`src/rtl/framer_pkg.sv`:
```
package framer_pkg;
  localparam int unsigned BYTE_W = 8;
  localparam logic [BYTE_W-1:0] DEF_ESC = 8'h10;
  localparam logic [BYTE_W-1:0] DEF_SOT = 8'h02;
  localparam logic [BYTE_W-1:0] DEF_EOT = 8'h03;

  typedef enum logic [2:0] {
    ST_IDLE,
    ST_HEAD,
    ST_BODY,
    ST_DUP,
    ST_TAIL_ESC,
    ST_TAIL_END
  } frm_state_t;
endpackage

```
`src/rtl/byte_slice.sv`:
```
module byte_slice #(
  parameter int unsigned W = 8
) (
  input  logic         clk,
  input  logic         rst_n,
  input  logic         cand_valid,
  input  logic [W-1:0] cand_data,
  output logic         can_load,
  output logic         out_valid,
  input  logic         out_ready,
  output logic [W-1:0] out_data
);
  assign can_load = !out_valid || out_ready;

  always_ff @(posedge clk or negedge rst_n) begin
    if (!rst_n) begin
      out_valid <= 1'b0;
      out_data  <= '0;
    end else if (can_load) begin
      out_valid <= cand_valid;
      if (cand_valid) out_data <= cand_data;
    end
  end


  out_stable_chk: assert property (@(posedge clk) disable iff (!rst_n)
    (out_valid && !out_ready) |=> (out_valid && $stable(out_data)));
endmodule

```
`src/rtl/stuff_seq.sv`:
```
module stuff_seq
  import framer_pkg::*;
#(
  parameter int unsigned W = 8,
  parameter logic [W-1:0] ESC = DEF_ESC,
  parameter logic [W-1:0] SOT = DEF_SOT,
  parameter logic [W-1:0] EOT = DEF_EOT
) (
  input  logic         clk,
  input  logic         rst_n,
  input  logic         in_valid,
  output logic         in_ready,
  input  logic [W-1:0] in_data,
  input  logic         in_last,
  input  logic         in_empty,
  input  logic         can_load,
  output logic         cand_valid,
  output logic [W-1:0] cand_data
);
  frm_state_t st, st_nxt;
  logic is_esc;

  assign is_esc = (in_data == ESC);

  always_comb begin
    st_nxt     = st;
    cand_valid = 1'b0;
    cand_data  = ESC;
    in_ready   = 1'b0;
    unique case (st)
      ST_IDLE: begin
        cand_valid = in_valid;
        if (in_valid && can_load) st_nxt = ST_HEAD;
      end
      ST_HEAD: begin
        cand_valid = 1'b1;
        cand_data  = SOT;
        if (can_load) st_nxt = ST_BODY;
      end
      ST_BODY: begin
        if (in_valid) begin
          if (in_empty) begin
            in_ready = 1'b1;
            if (in_last) st_nxt = ST_TAIL_ESC;
          end else begin
            cand_valid = 1'b1;
            cand_data  = in_data;
            if (can_load) begin
              if (is_esc) st_nxt = ST_DUP;
              else begin
                in_ready = 1'b1;
                if (in_last) st_nxt = ST_TAIL_ESC;
              end
            end
          end
        end
      end
      ST_DUP: begin
        cand_valid = 1'b1;
        if (can_load) begin
          in_ready = 1'b1;
          st_nxt   = in_last ? ST_TAIL_ESC : ST_BODY;
        end
      end
      ST_TAIL_ESC: begin
        cand_valid = 1'b1;
        if (can_load) st_nxt = ST_TAIL_END;
      end
      ST_TAIL_END: begin
        cand_valid = 1'b1;
        cand_data  = EOT;
        if (can_load) st_nxt = ST_IDLE;
      end
      default: st_nxt = ST_IDLE;
    endcase
  end

  always_ff @(posedge clk or negedge rst_n) begin
    if (!rst_n) st <= ST_IDLE;
    else        st <= st_nxt;
  end


  head_follow_chk: assert property (@(posedge clk) disable iff (!rst_n)
    (st == ST_IDLE && in_valid && can_load) |=> (st == ST_HEAD));


  no_take_in_delim_chk: assert property (@(posedge clk) disable iff (!rst_n)
    (st == ST_IDLE || st == ST_HEAD || st == ST_TAIL_ESC || st == ST_TAIL_END) |-> !in_ready);


  esc_dup_chk: assert property (@(posedge clk) disable iff (!rst_n)
    (st == ST_BODY && in_valid && !in_empty && is_esc && can_load) |=> (st == ST_DUP));


  tail_pair_chk: assert property (@(posedge clk) disable iff (!rst_n)
    (st == ST_TAIL_ESC && can_load) |=> (st == ST_TAIL_END));
endmodule

```
`src/rtl/escape_framer.sv`:
```
module escape_framer
  import framer_pkg::*;
#(
  parameter logic [7:0] ESC_CODE = DEF_ESC,
  parameter logic [7:0] SOT_CODE = DEF_SOT,
  parameter logic [7:0] EOT_CODE = DEF_EOT
) (
  input  logic       clk,
  input  logic       rst_n,
  input  logic       in_valid,
  output logic       in_ready,
  input  logic [7:0] in_data,
  input  logic       in_last,
  input  logic       in_empty,
  output logic       out_valid,
  input  logic       out_ready,
  output logic [7:0] out_data
);
  localparam int unsigned W = BYTE_W;

  logic         can_load;
  logic         cand_valid;
  logic [W-1:0] cand_data;

  stuff_seq #(.W(W), .ESC(ESC_CODE), .SOT(SOT_CODE), .EOT(EOT_CODE)) u_seq (
    .clk(clk), .rst_n(rst_n),
    .in_valid(in_valid), .in_ready(in_ready), .in_data(in_data),
    .in_last(in_last), .in_empty(in_empty),
    .can_load(can_load), .cand_valid(cand_valid), .cand_data(cand_data)
  );

  byte_slice #(.W(W)) u_slice (
    .clk(clk), .rst_n(rst_n),
    .cand_valid(cand_valid), .cand_data(cand_data), .can_load(can_load),
    .out_valid(out_valid), .out_ready(out_ready), .out_data(out_data)
  );
endmodule

```
`config.mk`:
```
export PLATFORM = sky130hd
export DESIGN_NAME = escape_framer
export DESIGN_NICKNAME = d
export VERILOG_FILES = /design/src/rtl/framer_pkg.sv /design/src/rtl/byte_slice.sv /design/src/rtl/stuff_seq.sv /design/src/rtl/escape_framer.sv
export SDC_FILE = /design/constraint.sdc
export NUM_CORES = 1
export LEC_CHECK = 0
export BUFFER_PORTS_ARGS = -buffer_cell sky130_fd_sc_hd__buf_4
export CAP_MARGIN = 20
export CORE_AREA = 8 8 49 51
export CTS_BUF_LIST = sky130_fd_sc_hd__clkbuf_2
export CTS_CLUSTER_SIZE = 28
export DETAILED_ROUTE_END_ITERATION = 8
export DIE_AREA = 0 0 57 59
export HOLD_SLACK_MARGIN = 0.12
export PLACE_DENSITY = 0.69
export SKIP_CTS_REPAIR_TIMING = 1
export SLEW_MARGIN = 20
export SYNTH_ARGS = -nofsm -noshare
export SYNTH_HDL_FRONTEND = slang
export SYNTH_SLANG_ARGS = --single-unit
```
`constraint.sdc`:
```
create_clock -name clk -period 3.53 [get_ports clk]
set_clock_uncertainty 0.05 [all_clocks]
set_input_delay 0.5295 -clock clk [delete_from_list [all_inputs] [get_ports clk]]
set_output_delay 0.5295 -clock clk [all_outputs]
set_load 0.1 [all_outputs]
```
# Word-level counts from Yosys, hierarchy flattened
# Index checks and enable logic that the tools add are counted.
[word_totals]
elab_cells = 47
ff_bits = 12
rom_bits = 0
n_memories = 0
ram_bits = 0
latchBits = 0
input_bits = 14
[classes]
n_addsub = 0
div_mod_pow = 0
n_lt_le_gt_ge = 0
mul = 0
reduce_logical = 7
bitwise = 0
shifts = 0
n_eq_ne = 13
muxes = 24
[ops]
columns = ["op", "n"]
rows = [
  ["two-way mux 3 bit", 11],
  ["case mux 8 bit (3 select lines)", 1],
  ["case mux 3 bit (6 select lines)", 1],
  ["two-way mux 8 bit", 2],
  ["inequality test 2 x 1 -> 1 bit, second input constant", 5],
  ["== test 8 x 5 -> 1 bit, second input constant", 1],
  ["two-way mux 1 bit", 7],
  ["AND reduction 7 bit", 1],
  ["== test 3 x 2 -> 1 bit, second input constant", 2],
  ["== test 3 bit, second input constant", 2],
  ["OR reduction 4 bit", 1],
  ["== test 3 x 1 -> 1 bit, second input constant", 1],
  ["zero test 3 bit", 1],
  ["inequality test 3 x 2 -> 1 bit, second input constant", 1],
  ["case mux 1 bit (3 select lines)", 1],
  ["inequality test 2 bit, second input constant", 1],
  ["case mux 1 bit (2 select lines)", 1],
  ["AND reduction 2 bit", 1],
  ["logical AND 1 bit", 1],
  ["zero test 1 bit", 1],
  ["logical OR 1 bit", 1],
]

# Depth between registers and ports, before layout
# Gate-level depths: netlist of the first run.
[depth]
word_depth = 6
depth_mapped = 5
ltp_nobuf = 3

# Hierarchy
# A second synthesis of the first run with hierarchy kept.
[hier_totals]
hier_cells = 61
hier_area_um2 = 737.0
[by_module_without_submodules]
columns = ["mod", "cells_each", "seq_area_each_um2", "n_inst", "area_per_inst_um2"]
rows = [
  ["byte_slice", 20, 225.2, 1, 385.4],
  ["stuff_seq", 41, 75.1, 1, 351.6],
]

# Worst setup path after synthesis of the first run
# OpenSTA, ideal clock, no wires.
[synth_timing]
path_type = "reg-to-output"
start = "reg u_slice.out_valid"
end = "out in_ready"
arrival_ns = 2.629
required_time_ns = 2.951
path_stages_with_launch = 4
setup_slack_ns = 0.321
path_cell_list = "dfrtp_1 > nand2b_1 > o21ai_0 > a21oi_1"
[synth_via]
elab_chain_cells = 6
elab_cells_between_ends = 7
[synth_lines]
columns = ["element", "line", "text"]
rows = [
  ["from (decl)", "byte_slice.sv:9", "output logic out_valid,"],
  ["from (signal assigned)", "byte_slice.sv:20", "out_valid <= cand_valid;"],
  ["zero test 1 bit (*)", "byte_slice.sv:13", "assign can_load = !out_valid || out_ready;"],
  ["logical OR 1 bit (*)", "byte_slice.sv:13", ""],
  ["two-way mux 1 bit", "stuff_seq.sv:48", "if (can_load) begin"],
  ["two-way mux 1 bit", "stuff_seq.sv:42", "if (in_empty) begin"],
  ["two-way mux 1 bit", "stuff_seq.sv:41", "if (in_valid) begin"],
  ["case mux 1 bit (2 select lines) (*)", "stuff_seq.sv:30", "unique case (st)"],
  ["to (decl)", "escape_framer.sv:11", "output logic in_ready,"],
]
# Mark *: on every way between the ends. The rest lies on a longest branch, timed or not.

# Worst setup path in the final report of the first run
[layout_timing]
start = "reg u_seq.st[1]"
end = "out in_ready"
[layout_via]
elab_chain_cells = 2
elab_cells_between_ends = 3
[layout_lines]
columns = ["element", "line", "text"]
rows = [
  ["from (decl)", "stuff_seq.sv:20", "frm_state_t st, st_nxt;"],
  ["from (signal assigned)", "stuff_seq.sv:80", "else st <= st_nxt;"],
  ["== test 3 x 2 -> 1 bit", "stuff_seq.sv:30", ""],
  ["case mux 1 bit (2 select lines) (*)", "stuff_seq.sv:30", ""],
]
# Marked as above.

==> results.json, run 1 <==
{
  "drv_cap": 0,
  "cts_tree": "yes",
  "grt_pass1_vias": 620,
  "multi_input_area_sq_um": 400,
  "setup_viol": 0,
  "relSlewSlack": 0.445,
  "htree_num_levels": 1,
  "chipWidth_um": 57,
  "fmax_mhz": 391,
  "syn_area_per_cell_sq_um": 10.3,
  "endpoint_kind": "output port",
  "period_needed_ns": 2.55,
  "dr_total_vias": 635,
  "grt_max_degree": 15,
  "hp-class": "reg -> reg",
  "postSynth.asyncResetShare": 1.00,
  "core_area_sq_mm": 0.00165,
  "drt_wl_total_mm": 1.72,
  "clock_latency_ns": 0.28,
  "crit_type": "reg -> out",
  "grt_pass1_wl_mm": 2.84,
  "finalNetCount": 111,
  "rows": 15,
  "route.detailed.drc": 0,
  "gr-total-overflow": 0,
  "p_per_area_mw_per_mm2": 855,
  "synth_ff_type": "dfrtp_1",
  "area_growth_pct": 28.9,
  "regArea_sq_um": 300,
  "final_common_cell": "buf_4",
  "clockRootBuffer": "clkbuf_2",
  "fillers": 166,
  "path_max_fanout": 10,
  "antenna_found_initial": 0,
  "grt_use_total": 0.105,
  "pre_cts_ws_ns": 1.19,
  "tns_ns": 0,
  "seq_area_frac_synth": 0.412,
  "pwr-share-comb": 0.619,
  "n_antenna_cell": 0,
  "drt_pass1_iterations": 4,
  "worst_path_max_delay_cell": "dfrtp_1",
  "leakagePower_nw": 0.461,
  "yosysWarnings": 0,
  "dp_hpwl_mm": 1.31,
  "dieArea_sq_mm": 0.00336,
  "pwr-share-seq": 0.291,
  "clockBufferDepth": 2,
  "arrival_ns": 1.98,
  "worstHoldPathCells": 1,
  "start_util": 0.441,
  "syn-num-nets": 85,
  "ios": 24,
  "synth_top_cell_by_area": "dfrtp_1",
  "slew_violations": 0,
  "post_drt_via_cell_ratio": 5.62,
  "synth-edff-count": 0,
  "ir_drop_v": 0.000344,
  "gp_congestion": 0.770,
  "ys_types": 33,
  "swShare": 0.555,
  "synth_seq_cells": 12,
  "reg2reg_depth": 3,
  "die_y_um": 59,
  "ant_nets": 0,
  "syn_inst": 71,
  "drive_gt1_frac": 0.427,
  "syn_area_sq_um": 728,
  "slowest_delay_ns": 0.53,
  "rsz0062_at_grt": "no",
  "critPathLaunchType": "flip-flop",
  "io_buffers": 23,
  "first_iter_violations": 1,
  "required_ns": 2.95,
  "cts_made_buffers": 3,
  "fin_crit_sh": 0.724,
  "tightestPinTransition_ns": 0.830,
  "p_clk_frac": 0.091,
  "clk_pin_slew_ns": 0.11,
  "outcome": "finished, final reports clean",
  "layout_setup_ws_ns": 0.975,
  "cp_cell_sequence": "nor2b_1 > o21ai_0 > a21oi_1 > buf_4",
  "post_drt_wl_per_cell_um": 15.2,
  "hold_viol": 0,
  "power.internal_mw": 0.357,
  "layout_common_cells": "buf_4 (23), dfrtp_1 (12), mux2_2 (7)",
  "cts.sinks": 12,
  "synth_top_area_share": 0.412,
  "power_switching_mw": 0.446,
  "synth_area_leaders": "dfrtp_1 (41%), mux2_2 (11%), nor2b_1 (4.3%)"
}
cells in the mapped netlist (all sizes together) (2+ instances only):
master and number:
clkbuf 2, nor2b 5, and3 5, mux2 7, o31ai 2, o21ai 3
nand2 4, nor2 3, a31oi 2, a21oi 2, inv 4, dfrtp 12
worst max-delay path, delay by kind of cell, from the launching register on:
kind                   cells  cell delay, ns
buffers and inverters      1            0.31
AND/OR/NAND/NOR            1            0.52
AO/OA/AOI/OAI              2            0.36
flip-flops                 1            0.53
worst paths after layout:
check,startpoint,end,slack [ns]
worst min register to register,u_slice.out_data[7],u_slice.out_data[7],0.47
min in group asynchronous,rst_n,u_slice.out_data[0],0.57
max in group asynchronous,rst_n,u_slice.out_data[7],2.69
worst max register to register,u_seq.st[0],u_slice.out_data[4],1.63
worst max-delay path,u_seq.st[1],in_ready,0.98
worst min-delay path,u_slice.out_data[7],u_slice.out_data[7],0.47
cell type report:
type / instances / share of cell area
Sequential cell: 12 / 0.320
Inverter: 4 / 0.0160
Multi-Input combinational cell: 52 / 0.427
Timing Repair Buffer: 24 / 0.195
Clock buffer: 3 / 0.0160
Tap cell: 17 / 0.0227
Clock inverter: 1 / 0.00400
layer usage:
layer  vias to the layer above  GRT usage  wire [um]
li1                        317          -          -
met1                       293      0.137        870
met2                        20      0.146        701
met3                         5     0.0365        111
met4                         0     0.0604         34
met5                         -          0          0
power by group through the flow:
| stage | Sequential, mW | Combinational [mW] | Clock [mW] |
|---|---|---|---|
| after floorplan | 0.391 | 0.239 | 0 |
| after global placement | 0.236 | 0.497 | 0 |
| after detailed placement | 0.236 | 0.499 | 0 |
| after CTS | 0.233 | 0.501 | 0.0753 |
| after global routing | 0.241 | 0.528 | 0.0812 |
| final | 0.233 | 0.496 | 0.0728 |
cell families after synthesis:
family                 count (synthesis)  share of synthesized area
AND/OR/NAND/NOR                       25                      0.215
AO/OA/AOI/OAI                         19                      0.213
flip-flops                            12                      0.412
multiplexers                           8                      0.122
buffers and inverters                  7                     0.0378
metrics by stage:
step | std cells | util | power [mW] | hold WS [ns] | instance area [sq um]
2_1_floorplan | 71 | - | 0.630 | 0.184 | 728
3_3_place_gp | 108 | 0.551 | 0.733 | 0.331 | 910
3_5_place_dp | 108 | 0.551 | 0.735 | 0.334 | 910
4_1_cts | 112 | 0.562 | 0.809 | 0.0140 | 928
5_1_grt | 113 | 0.568 | 0.850 | 0.491 | 938
6_report | 113 | 0.568 | 0.802 | 0.472 | 938
flip-flops by register name, summed over array words and instances (netlist names):
signal             flops
u_seq.st               3
u_slice.out_valid      1
u_slice.out_data       8
No activity file was read; power rests on OpenSTA's default activity.
==> run 2: changes to the inputs <==
--- a/config.mk
+++ b/config.mk
@@ -13,7 +13,7 @@
 export DETAILED_ROUTE_END_ITERATION = 8
 export DIE_AREA = 0 0 57 59
 export HOLD_SLACK_MARGIN = 0.12
-export PLACE_DENSITY = 0.69
+export PLACE_DENSITY = 0.71
 export SKIP_CTS_REPAIR_TIMING = 1
 export SLEW_MARGIN = 20
 export SYNTH_ARGS = -nofsm -noshare
==> constraint.sdc (replaced) <==
create_clock -name clk -period 2.27 [get_ports clk]
set_clock_uncertainty 0.05 [all_clocks]
set_input_delay 0.3405 -clock clk [delete_from_list [all_inputs] [get_ports clk]]
set_output_delay 0.3405 -clock clk [all_outputs]
set_load 0.1 [all_outputs]
==> run 2 against run 1 <==
Against the previous run: first-iteration DRC count grew to 17 times the previous value; register-to-register slack worse by 1.2 ns; clock-buffer cell count unchanged; sequential share of layout area down 0.99 points.
==> results.json, run 2 (synthesized netlist as in run 1, its figures left out) <==
{
  "cts_tree": "yes",
  "io_buffers": 23,
  "reg_top3": "u_slice.out_data: 8 flops, u_seq.st: 3 flops, u_slice.out_valid: 1 flops",
  "largest-register": "u_slice.out_data",
  "clockRootBuffer": "clkbuf_2",
  "tightestPinTransition_ns": 0.683,
  "ir_drop_v": 0.000648,
  "ios": 24,
  "rows": 15,
  "slew_violations": 0,
  "first_iter_violations": 17,
  "route.detailed.drc": 0,
  "fmax_mhz": 465,
  "finalNetCount": 114,
  "antenna_found_initial": 0,
  "gr-total-overflow": 0,
  "htree_num_levels": 1,
  "dieArea_sq_mm": 0.00336,
  "stdcell_area_sq_um": 968,
  "hp-class": "in -> reg",
  "fillers": 146,
  "path_max_fanout": 4,
  "largest_reg_flops": 8,
  "p_per_area_mw_per_mm2": 1340,
  "grt_use_total": 0.118,
  "setup_viol": 0,
  "drv_cap": 0,
  "ant_nets": 0,
  "post_drt_wl_per_cell_um": 16.7,
  "grt_pass1_vias": 702,
  "outcome": "finished, final reports clean",
  "clk_pin_slew_ns": 0.12,
  "gp_congestion": 0.773,
  "critPathLaunchType": "input port",
  "post_drt_via_cell_ratio": 5.74,
  "placed_area_sq_um": 943,
  "rsz0062_at_grt": "no",
  "endpoint_kind": "output port",
  "chipWidth_um": 57,
  "clock_latency_ns": 0.27,
  "die_y_um": 59,
  "numPlacedInstances": 111,
  "drt_wl_total_mm": 1.92,
  "layout.cells.non_filler": 115,
  "crit_type": "in -> out",
  "arrival_ns": 1.76,
  "required_ns": 1.88,
  "drt_pass1_iterations": 4,
  "cts_made_buffers": 3,
  "grt_pass1_wl_mm": 3.15,
  "relSlewSlack": 0.544,
  "fin_crit_sh": 0.948,
  "clockBufferDepth": 2,
  "tns_ns": 0,
  "cts.sinks": 12,
  "leakagePower_nw": 0.476,
  "area_growth_pct": 33.0,
  "layout_common_cells": "buf_4 (26), dfrtp_1 (12), mux2_2 (7)",
  "start_util": 0.441,
  "dr_total_vias": 660,
  "n_antenna_cell": 0,
  "grt_max_degree": 15,
  "core_area_sq_mm": 0.00165,
  "dp_hpwl_mm": 1.48,
  "drive_gt1_frac": 0.459,
  "hold_viol": 0,
  "final_common_cell": "buf_4",
  "period_needed_ns": 2.15
}
## run 2: cell count changes in the layout (fill, tap and decap cells not counted)
cell | previous run | this run
buf_4 | 23 | 26
a21oi_1 | 2 | 1
a21oi_4 | 0 | 1
clkinv_1 | 1 | 0
## run 2: area by class of cell
class	instances	area (sq um)	area share
Multi-Input combinational cell	52	412	0.425
Clock buffer	3	15.0	0.0155
Sequential cell	12	300	0.310
Inverter	4	15.0	0.0155
Tap cell	17	21.3	0.0220
Timing Repair Buffer	27	205	0.212
## run 2: critical path, cell delays in order
cell	delay, ns
buf_4	0.11
or4_4	0.55
o31ai_1	0.42
a21oi_4	0.09
buf_4	0.24
## run 2: per-stage QoR
stage	hold slack (ns)	setup slack [ns]	util	power (mW)
floorplan	-0.00509	0.100	-	0.994
global placement	0.141	0.138	0.571	1.18
detailed placement	0.142	0.116	0.571	1.20
CTS	-0.174	0.116	0.580	1.31
global route	0.272	0.0668	0.586	1.37
finish	0.276	0.118	0.586	1.29
## run 2: report_power, final
group / switching (mW) / internal (mW)
clock network: 0.0715 / 0.0360
registers: 0.0711 / 0.278
logic: 0.571 / 0.267
## run 2: routing by layer
layer / global-route usage / share of wire / vias up / wire length [um]
li1: - / - / 322 / -
met1: 0.142 / 0.46 / 311 / 886
met2: 0.174 / 0.45 / 21 / 858
met3: 0.0429 / 0.072 / 6 / 138
met4: 0.0705 / 0.020 / 0 / 38
met5: 0 / 0 / - / 0
## run 2: path summary, 6_finish.rpt
check	start	to	slack, ns	cells past startpoint
max	in_data[2]	in_ready	0.12	5
min	in_last	u_seq.st[2]	0.28	3
max reg2reg	u_seq.st[0]	u_slice.out_data[6]	0.47	4
min reg2reg	u_slice.out_data[2]	u_slice.out_data[2]	0.47	1
max in group asynchronous	rst_n	u_slice.out_data[2]	1.63	2
min in group asynchronous	rst_n	u_slice.out_data[6]	0.38	2
==> run 3: changes to the inputs <==
--- a/config.mk
+++ b/config.mk
@@ -5,15 +5,16 @@
 export SDC_FILE = /design/constraint.sdc
 export NUM_CORES = 1
 export LEC_CHECK = 0
+export ABC_AREA = 1
 export BUFFER_PORTS_ARGS = -buffer_cell sky130_fd_sc_hd__buf_4
 export CAP_MARGIN = 20
-export CORE_AREA = 8 8 49 51
+export CORE_AREA = 8 8 54 68
 export CTS_BUF_LIST = sky130_fd_sc_hd__clkbuf_2
 export CTS_CLUSTER_SIZE = 28
 export DETAILED_ROUTE_END_ITERATION = 8
-export DIE_AREA = 0 0 57 59
+export DIE_AREA = 0 0 62 76
 export HOLD_SLACK_MARGIN = 0.12
-export PLACE_DENSITY = 0.71
+export PLACE_DENSITY = 0.6
 export SKIP_CTS_REPAIR_TIMING = 1
 export SLEW_MARGIN = 20
 export SYNTH_ARGS = -nofsm -noshare
==> run 3 against run 2 <==
Against the previous run: first-iteration DRC count is 130% higher; register-to-register slack better by 0.44 ns; maximum frequency is 4.5% higher; sequential cell count stayed put; largest cell class unchanged.
==> results.json, run 3 <==
{
  "synth_most_common_cell": "nand2_1",
  "required_ns": 1.88,
  "relSlewSlack": 0.788,
  "arrival_ns": 1.67,
  "grt_pass1_wl_mm": 2.90,
  "antenna_found_initial": 0,
  "clockBufferDepth": 2,
  "cts_tree": "yes",
  "multi_input_area_sq_um": 372,
  "power.total_mw": 1.34,
  "layout_common_cells": "nand2_1 (35), buf_4 (23), dfrtp_1 (12)",
  "route.detailed.drc": 0,
  "clock_latency_ns": 0.28,
  "yosysWarnings": 0,
  "largest_reg_flops": 8,
  "tightestPinTransition_ns": 0.315,
  "grt_max_degree": 18,
  "power_switching_mw": 0.796,
  "synth_top_area_share": 0.425,
  "p_clk_frac": 0.084,
  "syn_inst": 97,
  "gr-total-overflow": 0,
  "drv_cap": 0,
  "synth_area_leaders": "dfrtp_1 (42%), nand2_1 (19%), o21ai_1 (6.4%)",
  "leakagePower_nw": 0.483,
  "seq_area_frac_synth": 0.425,
  "finalNetCount": 139,
  "endpoint_kind": "output port",
  "clockRootBuffer": "clkbuf_2",
  "post_drt_via_cell_ratio": 4.41,
  "ff2ff_setup_slack_ns": 0.91,
  "drt_pass1_iterations": 4,
  "pwr-share-seq": 0.259,
  "drt_wl_total_mm": 1.78,
  "worstHoldPathCells": 3,
  "grt_pass1_vias": 717,
  "worst_path_max_delay_cell": "dfrtp_1",
  "swShare": 0.595,
  "crit_type": "reg -> out",
  "placed_area_sq_um": 927,
  "chipWidth_um": 62,
  "tns_ns": 0,
  "post_drt_wl_per_cell_um": 11.1,
  "syn-num-nets": 111,
  "cp_cell_sequence": "nor2_2 > nand2_2 > o21bai_1 > o22ai_4 > buf_4",
  "synth_seq_cells": 12,
  "cts.sinks": 12,
  "synth-edff-count": 0,
  "critPathLaunchType": "flip-flop",
  "ys_types": 19,
  "reg2reg_depth": 8,
  "io_buffers": 23,
  "outcome": "finished, final reports clean",
  "gp_congestion": 0.779,
  "n_antenna_cell": 0,
  "syn_area_per_cell_sq_um": 7.29,
  "power.internal_mw": 0.541,
  "syn_area_sq_um": 707,
  "fin_crit_sh": 0.907,
  "netlist_top_cells_count": "nand2_1 (35), dfrtp_1 (12), o21ai_1 (9)",
  "fillers": 298,
  "dp_hpwl_mm": 1.45,
  "pwr-share-comb": 0.658,
  "core_area_sq_mm": 0.00273,
  "postSynth.asyncResetShare": 1.00,
  "period_needed_ns": 2.06,
  "slew_violations": 0,
  "fmax_mhz": 486,
  "synth_top_cell_by_area": "dfrtp_1",
  "ir_drop_v": 0.000417,
  "grt_use_total": 0.0780,
  "dr_total_vias": 705,
  "slowest_delay_ns": 0.46,
  "setup_viol": 0,
  "rows": 22,
  "path_max_fanout": 6,
  "cts_made_buffers": 3,
  "area_growth_pct": 35.2,
  "p_per_area_mw_per_mm2": 1400,
  "first_iter_violations": 39,
  "drive_gt1_frac": 0.323,
  "hold_viol": 0,
  "hp-class": "in -> reg",
  "largest-register": "u_slice.out_data",
  "reg_top3": "u_slice.out_data: 8 flops, u_seq.st: 3 flops, u_slice.out_valid: 1 flops",
  "start_util": 0.259,
  "die_y_um": 76,
  "clk_pin_slew_ns": 0.13,
  "ant_nets": 0,
  "rsz0062_at_grt": "no",
  "synth_ff_type": "dfrtp_1",
  "stdcell_area_sq_um": 956,
  "ios": 24,
  "final_common_cell": "nand2_1",
  "htree_num_levels": 1,
  "dieArea_sq_mm": 0.00471,
  "regArea_sq_um": 300
}
run 3: cell types whose count changed after synthesis, sizes merged, moves of 3 or more:
cell	delta
nor2b	-5
o21ai	+12
and3	-5
inv	+6
nor2	+7
mux2	-7
nand2	+37
nand3	+3
run 3: metal layers:
metal / global-route usage / up-vias / wire length (um) / part of all wire
li1: - / 362 / - / -
met1: 0.0815 / 308 / 658 / 0.37
met4: 0.0549 / 0 / 55 / 0.031
met2: 0.127 / 28 / 843 / 0.47
met3: 0.0203 / 7 / 219 / 0.12
met5: 0 / - / 0 / 0
run 3: kinds of logic (layout without fill, tap and decap cells):
logic type             after synthesis  in the layout  share of synthesized area
AO/OA/AOI/OAI                       20             20                      0.172
buffers and inverters               11             38                     0.0690
flip-flops                          12             12                      0.425
AND/OR/NAND/NOR                     54             54                      0.335
run 3: critical path: cells and delay by family (launching register included):
kind,cells,cell delay [ns]
compound gates,2,0.31
flops,1,0.46
simple gates,2,0.32
buf+inv,1,0.31
run 3: per-stage QoR:
| step | std cells | setup WS, ns | utilization | hold WS [ns] |
|---|---|---|---|---|
| global route | 160 | 0.0913 | 0.351 | 0.257 |
| finish | 160 | 0.211 | 0.351 | 0.264 |
| floorplan | 97 | 0.0623 | - | -0.00509 |
| CTS | 159 | 0.214 | 0.347 | -0.171 |
| detailed placement | 155 | 0.528 | 0.340 | 0.142 |
| global placement | 155 | 0.547 | 0.340 | 0.139 |
run 3: final cells by class:
type / count / share of cell area
clock buffers: 3 / 0.0157
clock inverters: 1 / 0.00393
inverters: 10 / 0.0393
multi-input cells: 74 / 0.389
flip-flops and latches: 12 / 0.314
well taps: 36 / 0.0471
repair buffers: 24 / 0.191
run 3: power by group through the flow:
stage	sequential, mW	combinational, mW	clock (mW)
after detailed placement	0.351	0.882	0
after floorplan	0.621	0.447	0
after CTS	0.347	0.884	0.114
after global placement	0.345	0.877	0
after global routing	0.356	0.951	0.124
final	0.346	0.879	0.112
run 3: path summary, 6_finish.rpt:
check | start | endpoint
max reg2reg | u_seq.st[2] | u_seq.st[2]
min in group asynchronous | rst_n | u_slice.out_data[7]
max | u_seq.st[2] | in_ready
min | in_data[7] | u_slice.out_data[7]
min reg2reg | u_slice.out_data[5] | u_slice.out_data[5]
max in group asynchronous | rst_n | u_seq.st[2]
